==> src/rtl/txq_pkg.sv <==
package txq_pkg;

    typedef enum logic [1:0] {
        ST_IDLE  = 2'd0,
        ST_OFFER = 2'd1,
        ST_HELD  = 2'd2
    } txq_state_t;

    typedef struct packed {
        logic stop2;
        logic par_en;
        logic par_even;
    } txq_frame_t;

    localparam int unsigned FRAME_W = $bits(txq_frame_t);

    localparam logic [1:0] THR_CODE_A = 2'd0;
    localparam logic [1:0] THR_CODE_B = 2'd1;

endpackage

==> src/rtl/txq_store.sv <==
module txq_store #(
    parameter int unsigned DEPTH = 8,
    parameter int unsigned W     = 11,
    localparam int unsigned PW   = $clog2(DEPTH),
    localparam int unsigned CW   = $clog2(DEPTH + 1)
) (
    input  logic          clk,
    input  logic          rst_n,
    input  logic          push,
    input  logic [W-1:0]  push_data,
    input  logic          pop,
    output logic [W-1:0]  head_data,
    output logic [CW-1:0] level,
    output logic          push_ok,
    input  logic          ovf_clr,
    output logic          ovf
);

    logic [W-1:0]  mem [DEPTH];
    logic [PW-1:0] rd_ptr;
    logic [PW-1:0] wr_ptr;
    logic          full;

    function automatic logic [PW-1:0] ptr_inc(input logic [PW-1:0] p);
        return (p == PW'(DEPTH - 1)) ? '0 : p + PW'(1);
    endfunction

    assign full      = (level == CW'(DEPTH));
    assign push_ok   = push && !full;
    assign head_data = mem[rd_ptr];

    always_ff @(posedge clk) begin
        if (push_ok) begin
            mem[wr_ptr] <= push_data;
        end
    end

    always_ff @(posedge clk or negedge rst_n) begin
        if (!rst_n) begin
            rd_ptr <= '0;
            wr_ptr <= '0;
            level  <= '0;
            ovf    <= 1'b0;
        end else begin
            if (push_ok) begin
                wr_ptr <= ptr_inc(wr_ptr);
            end
            if (pop) begin
                rd_ptr <= ptr_inc(rd_ptr);
            end
            level <= level + CW'(push_ok) - CW'(pop);
            if (push && full) begin
                ovf <= 1'b1;
            end else if (ovf_clr) begin
                ovf <= 1'b0;
            end
        end
    end

endmodule

==> src/rtl/txq_seq.sv <==
module txq_seq
    import txq_pkg::*;
(
    input  logic clk,
    input  logic rst_n,
    input  logic have_data,
    input  logic last_one,
    input  logic push_ok,
    input  logic go,
    input  logic ld_ready,
    output logic ld_valid,
    output logic pop
);

    txq_state_t state;
    txq_state_t state_nx;

    always_ff @(posedge clk or negedge rst_n) begin
        if (!rst_n) begin
            state <= ST_IDLE;
        end else begin
            state <= state_nx;
        end
    end

    always_comb begin
        state_nx = state;
        unique case (state)
            ST_IDLE: begin
                if (have_data) begin
                    state_nx = go ? ST_OFFER : ST_HELD;
                end
            end
            ST_OFFER: begin
                if (pop) begin
                    state_nx = (last_one && !push_ok) ? ST_IDLE : ST_OFFER;
                end else if (!go) begin
                    state_nx = ST_HELD;
                end else if (!have_data) begin
                    state_nx = ST_IDLE;
                end
            end
            ST_HELD: begin
                if (go) begin
                    state_nx = ST_OFFER;
                end
            end
            default: state_nx = ST_IDLE;
        endcase
    end

    always_comb begin
        ld_valid = (state == ST_OFFER) && go && have_data;
        pop      = ld_valid && ld_ready;
    end

endmodule

==> src/rtl/txq_ctl.sv <==
module txq_ctl
    import txq_pkg::*;
#(
    parameter int unsigned LVL_W     = 4,
    parameter int unsigned FILL_W    = 5,
    parameter int unsigned RTS_W     = 4,
    parameter int unsigned IRQ_LVL_A = 1,
    parameter int unsigned IRQ_LVL_B = 4
) (
    input  logic              clk,
    input  logic              rst_n,
    input  logic [LVL_W-1:0]  level,
    input  logic [1:0]        irq_code,
    input  logic              rts_off,
    input  logic [RTS_W-1:0]  rts_lvl,
    input  logic [FILL_W-1:0] rx_fill,
    input  logic              brk,
    input  logic              ser_bit,
    input  logic              shifter_busy,
    output logic              tx_irq,
    output logic              rts_out,
    output logic              txd,
    output logic              all_sent
);

    logic fill_hit;

    assign fill_hit = (rts_lvl != '0) && (int'(rx_fill) >= int'(rts_lvl));

    always_ff @(posedge clk or negedge rst_n) begin
        if (!rst_n) begin
            rts_out <= 1'b0;
        end else begin
            rts_out <= !rts_off && !fill_hit;
        end
    end

    always_comb begin
        unique case (irq_code)
            THR_CODE_A: tx_irq = int'(level) <= int'(IRQ_LVL_A);
            THR_CODE_B: tx_irq = int'(level) <= int'(IRQ_LVL_B);
            default:    tx_irq = (level == '0);
        endcase
        txd      = brk ? 1'b0 : ser_bit;
        all_sent = (level == '0) && !shifter_busy;
    end

endmodule

==> src/rtl/uart_txq_flow.sv <==
module uart_txq_flow
    import txq_pkg::*;
#(
    parameter int unsigned CHAR_W     = 8,
    parameter int unsigned FIFO_DEPTH = 8,
    parameter int unsigned FILL_W     = 5,
    parameter int unsigned RTS_W      = 4,
    parameter int unsigned IRQ_LVL_A  = 1,
    parameter int unsigned IRQ_LVL_B  = 4,
    localparam int unsigned LVL_W     = $clog2(FIFO_DEPTH + 1)
) (
    input  logic              clk,
    input  logic              rst_n,
    input  logic              wr_en,
    input  logic [CHAR_W-1:0] wr_char,
    input  logic              cfg_stop2,
    input  logic              cfg_par_en,
    input  logic              cfg_par_even,
    input  logic              cfg_brk,
    input  logic              cfg_cts_gate,
    input  logic              cfg_rts_off,
    input  logic              cfg_tx_halt,
    input  logic [1:0]        cfg_irq_thr,
    input  logic [RTS_W-1:0]  cfg_rts_lvl,
    input  logic [FILL_W-1:0] rx_fill,
    input  logic              ovf_clr,
    input  logic              cts_in,
    output logic              ld_valid,
    input  logic              ld_ready,
    output logic [CHAR_W-1:0] ld_char,
    output logic              ld_stop2,
    output logic              ld_par_en,
    output logic              ld_par_even,
    input  logic              shifter_busy,
    input  logic              ser_bit,
    output logic              txd,
    output logic              rts_out,
    output logic              sts_all_sent,
    output logic              sts_cts,
    output logic              sts_tx_irq,
    output logic              sts_ovf,
    output logic [LVL_W-1:0]  fifo_level
);

    localparam int unsigned ENT_W = CHAR_W + FRAME_W;

    txq_frame_t       frame_in;
    txq_frame_t       frame_out;
    logic [ENT_W-1:0] head;
    logic             push_ok;
    logic             pop;
    logic             go;

    assign frame_in = '{stop2: cfg_stop2, par_en: cfg_par_en, par_even: cfg_par_even};
    assign go       = !cfg_tx_halt && (!cfg_cts_gate || cts_in);

    txq_store #(
        .DEPTH (FIFO_DEPTH),
        .W     (ENT_W)
    ) u_store (
        .clk       (clk),
        .rst_n     (rst_n),
        .push      (wr_en),
        .push_data ({frame_in, wr_char}),
        .pop       (pop),
        .head_data (head),
        .level     (fifo_level),
        .push_ok   (push_ok),
        .ovf_clr   (ovf_clr),
        .ovf       (sts_ovf)
    );

    txq_seq u_seq (
        .clk       (clk),
        .rst_n     (rst_n),
        .have_data (fifo_level != '0),
        .last_one  (fifo_level == LVL_W'(1)),
        .push_ok   (push_ok),
        .go        (go),
        .ld_ready  (ld_ready),
        .ld_valid  (ld_valid),
        .pop       (pop)
    );

    txq_ctl #(
        .LVL_W     (LVL_W),
        .FILL_W    (FILL_W),
        .RTS_W     (RTS_W),
        .IRQ_LVL_A (IRQ_LVL_A),
        .IRQ_LVL_B (IRQ_LVL_B)
    ) u_ctl (
        .clk          (clk),
        .rst_n        (rst_n),
        .level        (fifo_level),
        .irq_code     (cfg_irq_thr),
        .rts_off      (cfg_rts_off),
        .rts_lvl      (cfg_rts_lvl),
        .rx_fill      (rx_fill),
        .brk          (cfg_brk),
        .ser_bit      (ser_bit),
        .shifter_busy (shifter_busy),
        .tx_irq       (sts_tx_irq),
        .rts_out      (rts_out),
        .txd          (txd),
        .all_sent     (sts_all_sent)
    );

    assign frame_out   = head[ENT_W-1 -: FRAME_W];
    assign ld_char     = head[CHAR_W-1:0];
    assign ld_stop2    = frame_out.stop2;
    assign ld_par_en   = frame_out.par_en;
    assign ld_par_even = frame_out.par_even;
    assign sts_cts     = cts_in;

endmodule

==> config.mk <==
export PLATFORM = sky130hd
export DESIGN_NAME = uart_txq_flow
export DESIGN_NICKNAME = d
export VERILOG_FILES = /design/src/rtl/txq_pkg.sv /design/src/rtl/txq_store.sv /design/src/rtl/txq_seq.sv /design/src/rtl/txq_ctl.sv /design/src/rtl/uart_txq_flow.sv
export SDC_FILE = /design/constraint.sdc
export NUM_CORES = 1
export LEC_CHECK = 0
export ABC_AREA = 1
export ABC_CLOCK_PERIOD_IN_PS = 2040
export BUFFER_PORTS_ARGS = -buffer_cell sky130_fd_sc_hd__buf_2
export CAP_MARGIN = 0
export CORE_MARGIN = 10
export CORE_UTILIZATION = 32
export DETAILED_ROUTE_END_ITERATION = 8
export HOLD_SLACK_MARGIN = 0.06
export SYNTH_ARGS = -nofsm -noshare
export SYNTH_HDL_FRONTEND = slang
export SYNTH_SLANG_ARGS = --single-unit
export TNS_END_PERCENT = 30
==> constraint.sdc <==
create_clock -name clk -period 2.04 [get_ports clk]
set_input_delay 0.204 -clock clk [delete_from_list [all_inputs] [get_ports clk]]
set_output_delay 0.204 -clock clk [all_outputs]
set_load 0.05 [all_outputs]
==> implementation parameters <==
Parameter                              Value

Clocking
  Register clock-pin slew on the reported worst setup and hold paths ... approximately 0.070 ns
  Clock Root Buffer ... sky130_fd_sc_hd__clkbuf_16
  Maximum clock path buffer count ... 2
  Clock buffer count from CTS ... 9
  Clock latency at the later pin of the worst-skew pair ... 0.34 ns
  TritonCTS clock tree ... built
  H-tree depth ... 3
  Sink Count ... 102

Worst setup path
  Internal reg-to-reg setup slack ... ~0.043 ns
  Critical Path Fanout Max ... 3
  Worst reg2reg startpoint ... u_store.level[2]$_DFF_PN0_
  Cell repeated most along the worst path ... sky130_fd_sc_hd__ha_4
  Slowest library cell on the worst path ... sky130_fd_sc_hd__dfrtp_2
  Type of the worst setup path ... reg2reg
  Arrival time of data at the critical path endpoint ... between 2 and 2.5 ns
  Critical-path cell list ... inv_4, ha_4, nand2_4, inv_4, nor2_4, nand2_2, clkinv_4, ha_4, inv_2, ha_4, fa_2, xor2_1
  Critical path launch point type ... register
  CP Capture Type ... register
  Data required, critical path ... between 2 and 2.5 ns
  Slowest stage delay, CP ... 0.43 ns
  Source of the critical timing path ... u_store.level[2]$_DFF_PN0_

Timing
  Final clock period utilization by the worst path ... 0.979
  Slew HR ... 0.620
  Final count of pins violating max slew ... 0
  Period minus WS final ... 2.00 ns
  Setup TNS ... 0 ns
  # setup viols final ... 0
  Achievable frequency ... approximately 500 MHz
  Final-layout worst hold slack ... roughly 0.13 ns
  Setup repair after global routing missed its margin ... yes
  Hold Violations, Final ... 0
  Worst-margin pin slew ... 0.569 ns
  Skew final ... roughly 0.012 ns

Global routing
  Maximum number of pins on one net before global-route repair ... 46
  Wire length of the first global-routing pass ... 16,600 µm
  Remaining global-route overflow ... 0
  Number of global-route vias before repair ... about 3,300
  Initial antenna violation count ... 2
  Global-route usage over all layers ... 0.105

Final layout
  Sequential cell area ... 0.00300 mm²
  Total non-filler cell area in the finished layout ... ~0.0057 mm²
  Final standard cell count with taps included and fillers excluded ... 686
  Fillers ... roughly 1,300
  Share of post-route cells with drive strength above 1 ... 0.276
  Number of nets in the finished design ... 550
  P&R area growth vs syn ... 24.8%
  Footprint of the multi-input gates ... 0.00137 mm²

Floorplan
  Total die area ... around 0.019 mm²
  Number of standard-cell rows in the floorplan ... 43
  Area inside the core boundary ... around 0.014 mm²
  Initial Utilization ... 0.328
  Count of boundary I/O pins ... 56
  Height of the die ... 139 µm
  Die Width ... between 100 and 150 µm

Synth
  Syn. warnings ... 0
  Mapped Nets ... between 400 and 500
  Flip-flop and latch count after synthesis ... 102
  Post-synthesis sequential area ratio ... 0.655
  Synth Instances ... 413
  Mean instance size in the synthesized netlist ... 11.1 µm²
  Count of different cell masters after synthesis ... 31
  Post-synthesis instance area ... between 0.004 and 0.005 mm²

Drt
  Final wirelength ... around 10,000 µm
  Remaining routing DRC violations ... 0
  Antenna Violating Nets Remaining ... 0
  Average detailed-routed wire length per instance ... between 15 and 20 µm
  Detailed router's first-iteration violation count ... about 220
  Number of vias per cell after detailed routing ... approximately 4.6
  Vias ... between 3,000 and 4,000
  First-pass DRT Iterations ... 4

Place
  Placed Instance Area ... 0.00524 mm²
  Detailed-placement wirelength estimate ... 6850 µm
  Final weighted congestion in routability-driven placement ... 0.782
  Inst Count DP ... between 600 and 700
  Quantity of I/O buffers inserted on ports ... between 50 and 60

Power and ir drop
  Power per standard cell area ... 1510 mW/mm²
  Total power consumption of the routed design ... between 8000 and 9000 µW
  VDD IR max ... 0.944 mV
  Static leakage ... 0.00229 µW

Worst hold path
  Worst hold path class ... in2reg
  Worst Hold Launch ... wr_char[0]

Run status
  Outcome ... finished, final reports clean

Flow run
  Max-capacitance violation count ... 0
-- synthesized netlist by cell type --
cell type                  instances  share of area
sky130_fd_sc_hd__o21ai_1          15          0.016
sky130_fd_sc_hd__nand3_2           1         0.0022
sky130_fd_sc_hd__edfxtp_1         88           0.58
sky130_fd_sc_hd__xor2_1            1         0.0019
sky130_fd_sc_hd__buf_4             4         0.0066
sky130_fd_sc_hd__o211ai_1          1         0.0016
sky130_fd_sc_hd__nor3_1            1         0.0011
sky130_fd_sc_hd__ha_1             15          0.041
sky130_fd_sc_hd__or2_1             1         0.0014
sky130_fd_sc_hd__buf_2             6         0.0066
sky130_fd_sc_hd__buf_6             5          0.012
sky130_fd_sc_hd__nand3_1           5         0.0055
sky130_fd_sc_hd__o21ai_2           2         0.0038
sky130_fd_sc_hd__buf_1             1        0.00082
sky130_fd_sc_hd__o21ai_0          54          0.059
sky130_fd_sc_hd__o31ai_1           1         0.0016
sky130_fd_sc_hd__nor2_1           85          0.070
sky130_fd_sc_hd__xnor2_1           1         0.0019
sky130_fd_sc_hd__nor2_4            3         0.0074
sky130_fd_sc_hd__nand2_1          55          0.045
sky130_fd_sc_hd__inv_1            29          0.024
sky130_fd_sc_hd__inv_4             1         0.0014
sky130_fd_sc_hd__inv_2             2         0.0016
sky130_fd_sc_hd__fa_1              1         0.0044
sky130_fd_sc_hd__o22ai_1           1         0.0014
sky130_fd_sc_hd__nand2_2           7         0.0096
sky130_fd_sc_hd__nand4_1           4         0.0055
sky130_fd_sc_hd__a21oi_1           7         0.0077
sky130_fd_sc_hd__dfrtp_1          14          0.077
sky130_fd_sc_hd__clkinv_4          1         0.0019
sky130_fd_sc_hd__clkbuf_1          1        0.00082
-- area by class of cell --
| class | count | area share |
|---|---|---|
| Antenna cell | 2 | 0.000878 |
| Clock buffer | 9 | 0.0395 |
| Clock inverter | 6 | 0.00987 |
| Inverter | 33 | 0.0244 |
| Multi-Input combinational cell | 261 | 0.241 |
| Sequential cell | 102 | 0.526 |
| Tap cell | 180 | 0.0395 |
| Timing Repair Buffer | 93 | 0.119 |
-- critical path: cells and delay by family, from the launching register on --
kind | cells | cell delay [ns]
and+or+nand+nor | 3 | 0.16
buffers and inverters | 4 | 0.23
DFF | 1 | 0.43
xor gates and xnor gates | 1 | 0.16
adders and majority gates | 4 | 0.90
-- cells by family after synthesis --
family,share of synthesized area
xor gates and xnor gates,0.00384
buffers and inverters,0.0559
DFF,0.655
adders and majority gates,0.0455
AOI/OAI and AO/OA,0.0918
and+or+nand+nor,0.148
-- metal layers --
| layer | share of wire | vias up | GRT usage |
|---|---|---|---|
| met5 | 0 | - | 0 |
| met4 | 0.0085 | 0 | 0.0302 |
| met1 | 0.43 | 1506 | 0.126 |
| met3 | 0.076 | 8 | 0.0357 |
| met2 | 0.49 | 87 | 0.174 |
| li1 | - | 1575 | - |
-- cell usage in the layout, fill, tap and decap left out, types with 10 or more instances in the layout --
cell type                   Yosys  routed
sky130_fd_sc_hd__buf_2          6      44
sky130_fd_sc_hd__inv_1         29      26
sky130_fd_sc_hd__edfxtp_1      88      88
sky130_fd_sc_hd__o21ai_0       54      53
sky130_fd_sc_hd__clkbuf_16      0      10
sky130_fd_sc_hd__o21ai_1       15      16
sky130_fd_sc_hd__nand2_1       55      55
sky130_fd_sc_hd__buf_4          4      27
sky130_fd_sc_hd__nor2_1        85      81
sky130_fd_sc_hd__ha_1          15      12
-- final timing paths --
path	endpoint	depth (start not counted)
worst min register to register	u_store.ovf$_DFFE_PN0P_	2
worst max-delay path	u_store.level[2]$_DFF_PN0_	12
min in group asynchronous	u_store.ovf$_DFFE_PN0P_	2
max in group asynchronous	u_store.rd_ptr[0]$_DFFE_PN0P_	2
worst min-delay path	u_store.mem[6][0]$_DFFE_PP_	1
worst max register to register	u_store.level[2]$_DFF_PN0_	12
-- power breakdown --
part	switching [µW]	total (µW)	internal, µW
clock network	762	1610	844
logic	2730	4140	1420
registers	201	2870	2670
total	3690	8620	4930
-- flip-flops by register name, indices dropped and copies added (netlist names) --
name	cells
u_seq.state	2
u_store.level	4
u_store.rd_ptr	3
u_store.ovf	1
u_store.wr_ptr	3
u_store.mem	88
u_ctl.rts_out	1
-- per-stage QoR --
stage	setup slack [ns]	utilization
after detailed placement	0.00643	0.376
final	0.0433	0.409
after global routing	-0.0476	0.409
after floorplan	-0.314	-
after CTS	-0.00569	0.399
after global placement	0.0363	0.376
-- timing repair --
item / in CTS / in global routing
hold buffers: 3 / 0
pin swaps: 1 / 3
cloned: 0 / 1
gates resized for setup: 2 / 25
setup buffers: 0 / 6
hold endpoints to repair: 16 / 0
endpoints found under the setup margin: 4 / 55
(Power assumes the default switching activity.)
